===== src/rtl/hx_pkg.sv =====
package hx_pkg;

  localparam int HALF_W   = 16;
  localparam int WORD_W   = 32;
  localparam int PFX_W    = 11;
  localparam int REG_W    = 5;
  localparam int CODE_W   = 3;
  localparam int OP_W     = 6;
  localparam int IMM_W    = 16;
  localparam int OFF_W    = 5;
  localparam int SPI_W    = 8;
  localparam int SCALE_SH = 3;

  localparam logic [OP_W-1:0]  OP_ADDIU  = 6'h09;
  localparam logic [OP_W-1:0]  OP_DADDIU = 6'h19;
  localparam logic [OP_W-1:0]  OP_LD     = 6'h37;
  localparam logic [OP_W-1:0]  OP_SD     = 6'h3F;
  localparam logic [OP_W-1:0]  OP_TRAP   = 6'h3E;
  localparam logic [REG_W-1:0] REG_SP    = 5'd29;

  typedef enum logic [2:0] {
    K_EXT,
    K_NOP,
    K_MOVE,
    K_LD,
    K_SD,
    K_SPADD,
    K_BAD
  } kind_e;

  function automatic logic [REG_W-1:0] map_reg(input logic [CODE_W-1:0] code);
    logic [REG_W-1:0] r;
    case (code)
      3'd0:    r = 5'd16;
      3'd1:    r = 5'd17;
      default: r = {2'b00, code};
    endcase
    return r;
  endfunction

  function automatic logic [IMM_W-1:0] ldst_imm(input logic held,
                                                input logic [PFX_W-1:0] pfx,
                                                input logic [OFF_W-1:0] off);
    logic [IMM_W-1:0] v;
    if (held) v = {off, pfx};
    else      v = {{(IMM_W-OFF_W-SCALE_SH){1'b0}}, off, {SCALE_SH{1'b0}}};
    return v;
  endfunction

  function automatic logic [IMM_W-1:0] sp_imm(input logic held,
                                              input logic [PFX_W-1:0] pfx,
                                              input logic [SPI_W-1:0] k);
    logic [IMM_W-1:0] v;
    if (held) v = {pfx, 5'b00000} + {{(IMM_W-SPI_W){1'b0}}, k};
    else      v = {{(IMM_W-SPI_W-SCALE_SH){k[SPI_W-1]}}, k, {SCALE_SH{1'b0}}};
    return v;
  endfunction

  function automatic logic [WORD_W-1:0] itype(input logic [OP_W-1:0] op,
                                              input logic [REG_W-1:0] rs,
                                              input logic [REG_W-1:0] rt,
                                              input logic [IMM_W-1:0] imm);
    return {op, rs, rt, imm};
  endfunction

endpackage


===== src/rtl/hx_classify.sv =====
module hx_classify
  import hx_pkg::*;
(
  input  logic [HALF_W-1:0] half,
  output kind_e             kind
);

  logic is_ext, is_nop, is_move, is_ld, is_sd, is_sp;

  assign is_ext  = (half[15:11] == 5'b11110);
  assign is_nop  = (half == 16'h6500);
  assign is_move = (half[15:8] == 8'h67);
  assign is_ld   = (half[15:11] == 5'b00111);
  assign is_sd   = (half[15:8] == 8'hF9);
  assign is_sp   = (half[15:8] == 8'hFB);

  always_comb begin
    if (is_ext)       kind = K_EXT;
    else if (is_nop)  kind = K_NOP;
    else if (is_move) kind = K_MOVE;
    else if (is_ld)   kind = K_LD;
    else if (is_sd)   kind = K_SD;
    else if (is_sp)   kind = K_SPADD;
    else              kind = K_BAD;
  end

endmodule


===== src/rtl/hx_prefix.sv =====
module hx_prefix
  import hx_pkg::*;
(
  input  logic             clk,
  input  logic             rst_n,
  input  logic             clear,
  input  logic             take,
  input  logic             is_ext,
  input  logic [PFX_W-1:0] bits_in,
  output logic             held,
  output logic [PFX_W-1:0] bits
);

  always_ff @(posedge clk) begin
    if (!rst_n || clear) begin
      held <= 1'b0;
      bits <= '0;
    end else if (take) begin
      if (is_ext && !held) begin
        held <= 1'b1;
        bits <= bits_in;
      end else begin
        held <= 1'b0;
        bits <= '0;
      end
    end
  end

endmodule


===== src/rtl/hx_build.sv =====
module hx_build
  import hx_pkg::*;
(
  input  kind_e             kind,
  input  logic [PFX_W-1:0]  low,
  input  logic              held,
  input  logic [PFX_W-1:0]  pfx,
  output logic [WORD_W-1:0] word,
  output logic              illegal
);

  logic [REG_W-1:0] r_hi, r_mid;
  logic [IMM_W-1:0] mem_imm, stk_imm;

  assign r_hi    = map_reg(low[10:8]);
  assign r_mid   = map_reg(low[7:5]);
  assign mem_imm = ldst_imm(held, pfx, low[4:0]);
  assign stk_imm = sp_imm(held, pfx, low[7:0]);

  always_comb begin
    illegal = 1'b0;
    case (kind)
      K_NOP:   word = '0;
      K_MOVE:  word = itype(OP_ADDIU, low[4:0], r_mid, '0);
      K_LD:    word = itype(OP_LD, r_hi, r_mid, mem_imm);
      K_SD:    word = itype(OP_SD, r_hi, r_mid, mem_imm);
      K_SPADD: word = itype(OP_DADDIU, REG_SP, REG_SP, stk_imm);
      default: begin
        word    = {OP_TRAP, {(WORD_W-OP_W){1'b0}}};
        illegal = 1'b1;
      end
    endcase
  end

endmodule


===== src/rtl/hx_expander.sv =====
module hx_expander
  import hx_pkg::*;
(
  input  logic              clk,
  input  logic              rst_n,
  input  logic              flush,
  input  logic              in_valid,
  output logic              in_ready,
  input  logic [HALF_W-1:0] in_half,
  output logic              out_valid,
  output logic [WORD_W-1:0] out_word,
  output logic              out_illegal
);

  kind_e             kind;
  logic              ev_accept;
  logic              ev_ext;
  logic              ev_emit;
  logic              pfx_held;
  logic [PFX_W-1:0]  pfx_bits;
  logic [WORD_W-1:0] nxt_word;
  logic              nxt_illegal;

  assign in_ready  = !flush;
  assign ev_accept = in_valid && in_ready;
  assign ev_ext    = (kind == K_EXT);
  assign ev_emit   = ev_accept && (!ev_ext || pfx_held);

  hx_classify u_cls (
    .half (in_half),
    .kind (kind)
  );

  hx_prefix u_pfx (
    .clk     (clk),
    .rst_n   (rst_n),
    .clear   (flush),
    .take    (ev_accept),
    .is_ext  (ev_ext),
    .bits_in (in_half[PFX_W-1:0]),
    .held    (pfx_held),
    .bits    (pfx_bits)
  );

  hx_build u_bld (
    .kind    (kind),
    .low     (in_half[PFX_W-1:0]),
    .held    (pfx_held),
    .pfx     (pfx_bits),
    .word    (nxt_word),
    .illegal (nxt_illegal)
  );

  always_ff @(posedge clk) begin
    if (!rst_n || flush) begin
      out_valid   <= 1'b0;
      out_word    <= '0;
      out_illegal <= 1'b0;
    end else begin
      out_valid <= ev_emit;
      if (ev_emit) begin
        out_word    <= nxt_word;
        out_illegal <= nxt_illegal;
      end
    end
  end

endmodule


===== config.mk =====
export PLATFORM = sky130hd
export DESIGN_NAME = hx_expander
export DESIGN_NICKNAME = d
export VERILOG_FILES = /design/src/rtl/hx_pkg.sv /design/src/rtl/hx_classify.sv /design/src/rtl/hx_prefix.sv /design/src/rtl/hx_build.sv /design/src/rtl/hx_expander.sv
export SDC_FILE = /design/constraint.sdc
export NUM_CORES = 1
export LEC_CHECK = 0
export BUFFER_PORTS_ARGS = -buffer_cell sky130_fd_sc_hd__buf_2
export CAP_MARGIN = 30
export CORE_ASPECT_RATIO = 2
export CORE_MARGIN = 3
export CORE_UTILIZATION = 54
export DETAILED_ROUTE_END_ITERATION = 8
export PLACE_DENSITY = 0.84
export RECOVER_POWER = 100
export SLEW_MARGIN = 20
export SYNTH_ARGS = -nofsm -noshare
export SYNTH_HDL_FRONTEND = slang
export SYNTH_SLANG_ARGS = --single-unit

===== constraint.sdc =====
create_clock -name clk -period 2.59 [get_ports clk]
set_input_delay 0.3885 -clock clk [delete_from_list [all_inputs] [get_ports clk]]
set_output_delay 0.3885 -clock clk [all_outputs]
set_load 0.005 [all_outputs]

==> key figures, run 1 <==
Status
  • Status: finished clean

STA
  • Slew Viols, Final: 0
  • Fin crit share: 0.8279
  • Finish-stage setup viols: 0
  • Final Skew: 0.003757 ns
  • Setup TNS: 0 ns
  • Final hold vios: 0
  • RSZ-0062 raised after global routing: no
  • Slew margin rel.: 0.2867
  • Worst-margin pin slew: 1.067 ns
  • Final min period: 2.144 ns
  • Fmax: 0.4664 GHz

Global routing
  • Met1 GRT Util: 0.3183
  • Vias in the first global route: 2233
  • Aggregate global-route resource usage: 0.2822
  • Most Used Layer, Global Route: met2
  • M2 GR Usage: 0.4914
  • Largest net degree at the start of global routing: 28
  • First-pass GRT wire length: 11170 um
  • Remaining global-route overflow: 0
  • GRT met3 Usage: 0.04012
  • Initial antenna violation count: 0

Layout
  • Reg area: 880.8 sq um
  • Commonest non-fill, non-tap cell in the layout: dfxtp_1
  • Commonest non-fill, non-tap cells in the layout: dfxtp_1 (44), buf_2 (38), nand2_1 (31)
  • Antenna cell count: 0
  • Post-route insts no fill: 373
  • Area delta synth->final: 13.25%
  • Fillers: 385
  • Area of the multi-input gates: 1356 sq um
  • Final Core Density: 0.6487
  • Ratio of cells with drive above 1 in the final layout: 0.1838
  • Nets: 344

Route
  • First drt pass iteration count: 4
  • Vias/cell: 6.324
  • DR DRC count: 0
  • DRT iter0 DRCs: 88
  • Routed WL: 6962 um
  • Vias: 2359
  • Post-DRT Antenna Nets: 0
  • Post-DR wirelength/cell: 18.66 um

Clock tree
  • Skew-Pair Late Insertion Delay: 0.29 ns
  • Clock tree buffer depth: 2
  • CTS resizes: 0
  • # clock sinks: 44
  • Worst-path clk slew: 0.08 ns
  • Post-CTS setup buffer count: 0
  • TritonCTS clock tree: yes
  • H-tree Lvls: 2
  • Root buffer cell: clkbuf_8
  • Post-CTS Hold Buffers: 0
  • CTS Buf Count: 5

Synthesis
  • EDFF count, synth: 0
  • Post-Syn Area: 2389 sq um
  • Top post-synthesis cells by area: dfxtp_1 (37%), a22o_1 (9.2%), nand2_1 (4.9%), nand3_1 (4.0%), o211ai_1 (3.5%)
  • Post-synthesis register bit count: 44
  • Async set-reset flop share out of synthesis: 0
  • Area leader, netlist: dfxtp_1
  • Syn_area_per_cell: 8.814 sq um
  • Synth unique cells: 56
  • Post-Synthesis Net Count: 295
  • Seq/Total Area, Yosys: 0.3688
  • Synth top area share: 0.3688
  • Post-Syn Instances: 271
  • Main synth FF type: dfxtp_1
  • Syn. warnings: 0

Flow run
  • Max Cap Viol: 0

Worst hold path
  • Hold WC Path Type: input pin to flop

Worst setup path
  • CP Data Required Time: 2.83 ns
  • Crit. End Element: flop
  • Critical path peak fanout: 22
  • CP Launch Type: input pin
  • CP arrival: 2.39 ns
  • WS Path Type: input pin to flop

Floorplan
  • Initial Util: 0.5728
  • Die H: 100.1 um
  • I/O pins: 55
  • Die Width: 53.03 um
  • Die Area: 5305 sq um
  • Site Rows: 33
  • Core outline area: 4170 sq um

Pwr
  • Switching portion of total power: 0.2537
  • Leak pwr: 1.036 nW
  • Sequential Power Share: 0.548
  • Clk pwr share: 0.358
  • Psw: 0.3156 mW
  • Maximum VDD drop: 0.0004058 V
  • Int Pwr: 0.9287 mW
  • Cell Pwr Density: 460.0 nW/um^2
  • Comb pwr share: 0.094

Place
  • Placed insts: 365
  • GPL Wtd Cong: 0.9773
  • Hpwl dp: 5296 um
  • Number of port buffers: 54
-- cells in the mapped netlist (4+ instances only) --
cell,count
a211oi_1,4
a21oi_1,14
a221o_1,4
a22o_1,25
buf_2,4
clkbuf_1,8
dfxtp_1,44
inv_1,7
nand2_1,31
nand3_1,19
nor2_1,13
nor3_1,6
o211ai_1,11
o21ai_0,7
o311ai_1,5
xor2_1,4
-- cells by family after synthesis --
| kind of cell | count (synthesis) | share of synthesized area |
|---|---|---|
| AO/OA/AOI/OAI | 90 | 0.2897 |
| XOR/XNOR | 5 | 0.01833 |
| adder cells (fa/ha/maj) | 4 | 0.02410 |
| buffers and inverters | 24 | 0.05238 |
| flip-flops | 44 | 0.3688 |
| multiplexers | 2 | 0.008382 |
| AND/OR/NAND/NOR | 102 | 0.2383 |
-- per-stage QoR --
stage | setup WS, ns | hold WS (ns) | area (sq um) | power [mW]
CTS | 0.5090 | 0.3268 | 2755 | 1.250
global placement | 0.3208 | 0.4291 | 2663 | 0.8147
finish | 0.4457 | 0.3254 | 2705 | 1.244
floorplan | 0.6373 | 0.4483 | 2389 | 0.7601
detailed placement | 0.3019 | 0.4340 | 2663 | 0.8168
global route | 0.2671 | 0.3496 | 2705 | 1.283
-- power groups by stage --
| stage | Clock, mW | Sequential [mW] | Combinational [mW] |
|---|---|---|---|
| 6_report | 0.445 | 0.682 | 0.117 |
| 5_1_grt | 0.472 | 0.683 | 0.128 |
| 4_1_cts | 0.450 | 0.682 | 0.118 |
| 3_5_place_dp | 0 | 0.698 | 0.118 |
| 3_3_place_gp | 0 | 0.698 | 0.116 |
| 2_1_floorplan | 0 | 0.699 | 0.0610 |
-- layer usage --
layer,routed length [um],up-vias
met5,0,-
met1,2567,1106
met2,3657,94
li1,-,1127
met3,403,32
met4,334,0
-- worst paths after layout --
kind / from / endpoint / slack, ns / depth (start not counted)
max: in_half[13] / out_word[2] / 0.45 / 5
min: rst_n / out_valid / 0.33 / 2
max reg2reg: u_pfx.bits[1] / out_word[12] / 0.49 / 6
min reg2reg: out_word[26] / out_word[26] / 0.45 / 1
-- registers in the layout, summed over array words and instances, names as in the netlist --
signal	flops
out_valid	1
out_word	30
u_pfx.bits	11
out_illegal	1
u_pfx.held	1
-- worst max-delay path: stages --
cell and delay, ns:
buf_2 0.13, nand2_2 0.10, or4b_4 0.58, a31oi_2 0.89, a32o_1 0.29
-- area by class of cell --
| cell class | count | share of cell area |
|---|---|---|
| clock inverter | 2 | 0.003700 |
| clock buffer | 6 | 0.03053 |
| multi-input combinational | 203 | 0.5014 |
| timing repair buffer | 59 | 0.1050 |
| sequential | 44 | 0.3256 |
| inverter | 7 | 0.009713 |
| tap | 52 | 0.02405 |
(Power assumes the default switching activity.)
==> run 2, diff against run 1 <==
Settings changed: ABC_AREA from default to 1.
Clock period 2.59 ns to 2 ns, I/O delays scaled along.
==> run 2 against run 1 <==
Compared with the run above:
- sequential share of layout area shrank 2.0 points
- power grew 42%
- register-to-register slack lost 0.32 ns
- sequential cell count is the same
- routed wire length grew 2.5%
- synthesized cell count grew 44%
- via count grew 15%
==> key figures, run 2 <==
Worst setup path
  • Crit Reg-Reg Endpoint: out_word[11]
  • Slowest cell delay on critical path: 0.40 ns (-0.49 ns)
  • Crit path max-delay cell type: fa_1
  • Most used cell, CP: nand2_1
  • CP Launch Type: flop
  • WS Path Type: flop to flop
  • R2R depth: 10 (+4)
  • Delay-heaviest family, CP: adder cells
  • CP arrival: 2.09 ns (-0.30 ns)
  • RR Startpoint: u_pfx.bits[0]
  • CP Data Required Time: 2.26 ns (-0.57 ns)
  • Crit. End Element: flop
  • Crit path from: u_pfx.bits[0]
  • WP depth: 10 (+5)
  • R2R setup slack: 0.17 ns (-0.32 ns)
  • CP Capture Point: out_word[11]
  • Worst path cell trace: ha_1 > inv_1 > fa_1 > o21ai_1 > buf_4 > nand2_1 > o21a_1 > o21ai_0 > nand2_1 > nand2_1
  • Worst path bufs/invs: 2 (+1)
  • Critical path peak fanout: 7 (-68%)

Route
  • Routed WL: 7133 um (+2.5%)
  • DR DRC count: 0 (unchanged)
  • DRT iter0 DRCs: 104 (+18%)
  • First drt pass iteration count: 5 (+1)
  • Post-DR wirelength/cell: 14.21 um (-24%)
  • Vias/cell: 5.404 (-15%)
  • Vias: 2713 (+15%)
  • Post-DRT Antenna Nets: 0 (unchanged)

Synthesis
  • EDFF count, synth: 0 (unchanged)
  • Post-Syn Area: 2480 sq um (+3.8%)
  • Synth unique cells: 32 (-43%)
  • Async set-reset flop share out of synthesis: 0 (unchanged)
  • Synth top cells by count: nand2_1 (122), nor2_1 (55), dfxtp_1 (44)
  • Syn_area_per_cell: 6.359 sq um (-28%)
  • Synth top area share: 0.3552 (-0.01358)
  • Post-Syn Instances: 390 (+44%)
  • Post-Synthesis Net Count: 414 (+40%)
  • Top post-synthesis cells by area: dfxtp_1 (36%), nand2_1 (18%), nor2_1 (8.3%), nand3_1 (6.5%), inv_1 (5.8%)
  • Syn. warnings: 0 (unchanged)
  • Seq/Total Area, Yosys: 0.3552 (-0.01358)
  • Most numerous cell in the Yosys netlist: nand2_1
  • Area leader, netlist: dfxtp_1
  • Post-synthesis register bit count: 44 (unchanged)
  • Main synth FF type: dfxtp_1

Layout
  • Nets: 471 (+37%)
  • Fillers: 442 (+15%)
  • Antenna cell count: 0 (unchanged)
  • Commonest non-fill, non-tap cells in the layout: nand2_1 (123), nor2_1 (55), dfxtp_1 (43)
  • Largest regs: out_word x30, u_pfx.bits x11
  • Largest Register: out_word
  • Post-route insts no fill: 502 (+35%)
  • Max FFs per register: 30 (unchanged)
  • Area delta synth->final: 16.45%
  • Ratio of cells with drive above 1 in the final layout: 0.1429 (-0.04094)
  • Commonest non-fill, non-tap cell in the layout: nand2_1

Clock tree
  • Post-CTS Hold Buffers: 0 (unchanged)
  • CTS Buf Count: 5 (unchanged)
  • Skew-Pair Late Insertion Delay: 0.30 ns (about the same)
  • Root buffer cell: clkbuf_8
  • Clock tree buffer depth: 2 (unchanged)
  • # clock sinks: 44 (unchanged)
  • Worst-path clk slew: 0.09 ns (about the same)
  • TritonCTS clock tree: yes
  • H-tree Lvls: 2 (unchanged)

Pwr
  • Sequential Power Share: 0.500 (-0.048)
  • Cell Pwr Density: 613.2 nW/um^2 (+33%)
  • Leak pwr: 1.396 nW (+35%)
  • Clk pwr share: 0.400 (+0.042)
  • Psw: 0.4573 mW (+45%)
  • Maximum VDD drop: 0.0006350 V (+56%)
  • Comb pwr share: 0.100 (+0.006)
  • Switching portion of total power: 0.2583 (+0.004597)
  • Int Pwr: 1.313 mW (+41%)

Status
  • Status: finished clean

STA
  • Slew margin rel.: 0.6341 (+0.3475)
  • Final min period: 1.830 ns
  • Fmax: 0.5464 GHz
  • Slew Viols, Final: 0 (unchanged)
  • Final hold vios: 0 (unchanged)
  • Setup TNS: 0 ns (unchanged)
  • Worst-margin pin slew: 0.5488 ns (-0.5178 ns)
  • Final Skew: 0.005693 ns (+0.001937 ns)
  • Finish-stage setup viols: 0 (unchanged)
  • Fin crit share: 0.9151
  • RSZ-0062 raised after global routing: no

Place
  • Hpwl dp: 5569 um (+5.2%)
  • Placed insts: 494 (+35%)
  • Number of port buffers: 54 (unchanged)
  • GPL Wtd Cong: 1.010 (+3.3%)

Worst hold path
  • Hold WC Path Type: input pin to flop

Global routing
  • Aggregate global-route resource usage: 0.2807 (-0.001506)
  • Initial antenna violation count: 0 (unchanged)
  • First-pass GRT wire length: 11430 um (+2.3%)
  • Largest net degree at the start of global routing: 31 (+11%)
  • Vias in the first global route: 2509 (+12%)
  • Remaining global-route overflow: 0 (unchanged)

Floorplan
  • I/O pins: 55 (unchanged)
  • Site Rows: 34 (+3.0%)
  • Initial Util: 0.5660 (-0.006795)
  • Die Width: 53.92 um (+1.7%)
  • Die H: 101.8 um (+1.8%)
  • Core outline area: 4382 sq um (+5.1%)
  • Die Area: 5491 sq um (+3.5%)

Flow run
  • Max Cap Viol: 0 (unchanged)
## run 2: changes by cell type after synthesis, moves of 5 or more
| cell | delta |
|---|---|
| clkbuf_1 | -6 |
| a22o_1 | -24 |
| o21ai_0 | +9 |
| buf_4 | +5 |
| nand2_1 | +91 |
| o311ai_1 | -5 |
| nor2_1 | +42 |
| a21oi_1 | +13 |
| nand3_1 | +13 |
| nand2_2 | +5 |
| inv_1 | +31 |
| o211ai_1 | -8 |
## run 2: cell families (layout without fill, tap and decap cells)
family / Yosys count / after routing / synth area share
compound gates: 56 / 56 / 0.1256
xor+xnor: 1 / 1 / 0.003532
fa+ha+maj: 4 / 4 / 0.02321
buf+inv: 56 / 114 / 0.09990
flops: 44 / 44 / 0.3552
simple gates: 229 / 229 / 0.3925
## run 2: what timing repair did
action                     in CTS  in global routing
resized for setup               0                  1
setup buffers                   0                  0
setup endpoints to repair       0                  1
## run 2: power by group through the flow
stage          clock, mW  sequential [mW]  combinational [mW]
6_report           0.708            0.885               0.178
5_1_grt            0.748            0.886               0.197
4_1_cts            0.724            0.885               0.178
3_5_place_dp           0            0.906               0.177
3_3_place_gp           0            0.905               0.175
2_1_floorplan          0            0.906               0.104
## run 2: layout make-up
class                   count  area (sq um)  area share
inverters                  42         157.7     0.05459
clock inverters             3         47.55     0.01646
multi-input cells         290          1349      0.4671
well taps                  54         67.56     0.02340
clock buffers               5         68.82     0.02383
repair buffers             64         315.3      0.1092
flip-flops and latches     44         882.1      0.3055
## run 2: worst min-delay path by stage
stage | from | endpoint | slack (ns) | cells past startpoint
after floorplan | in_half[10] | u_pfx.bits[10] | 0.44 | 2
after global routing | in_half[0] | u_pfx.bits[0] | 0.29 | 3
final | in_half[6] | u_pfx.bits[6] | 0.28 | 3
after CTS | in_half[6] | u_pfx.bits[6] | 0.27 | 3
after detailed placement | out_word[1] | out_word[1] | 0.44 | 2
after global placement | out_word[2] | out_word[2] | 0.43 | 2
## run 2: through the flow
step / setup slack [ns] / power [mW] / hold WS, ns / cell area (sq um) / utilization
2_1_floorplan: 0.2097 / 1.011 / 0.4427 / 2480 / -
3_3_place_gp: 0.1090 / 1.081 / 0.4314 / 2803 / 0.6396
3_5_place_dp: 0.08638 / 1.082 / 0.4370 / 2803 / 0.6396
4_1_cts: 0.1428 / 1.787 / 0.2726 / 2919 / 0.6662
5_1_grt: 0.0003380 / 1.831 / 0.2874 / 2888 / 0.6591
6_report: 0.1698 / 1.771 / 0.2804 / 2888 / 0.6591
## run 2: routing by layer
layer / up-vias / wire, um / GRT usage
li1: 1360 / - / -
met1: 1198 / 2556 / 0.3049
met2: 123 / 3711 / 0.4794
met3: 32 / 459 / 0.03650
met4: 0 / 405 / 0.1929
met5: - / 0 / 0
## run 2: worst min-delay path, delay by kind of cell
family	cells	cell delay, ns
AND/OR/NAND/NOR	1	0.06
buffers and inverters	1	0.13
AO/OA/AOI/OAI	1	0.05
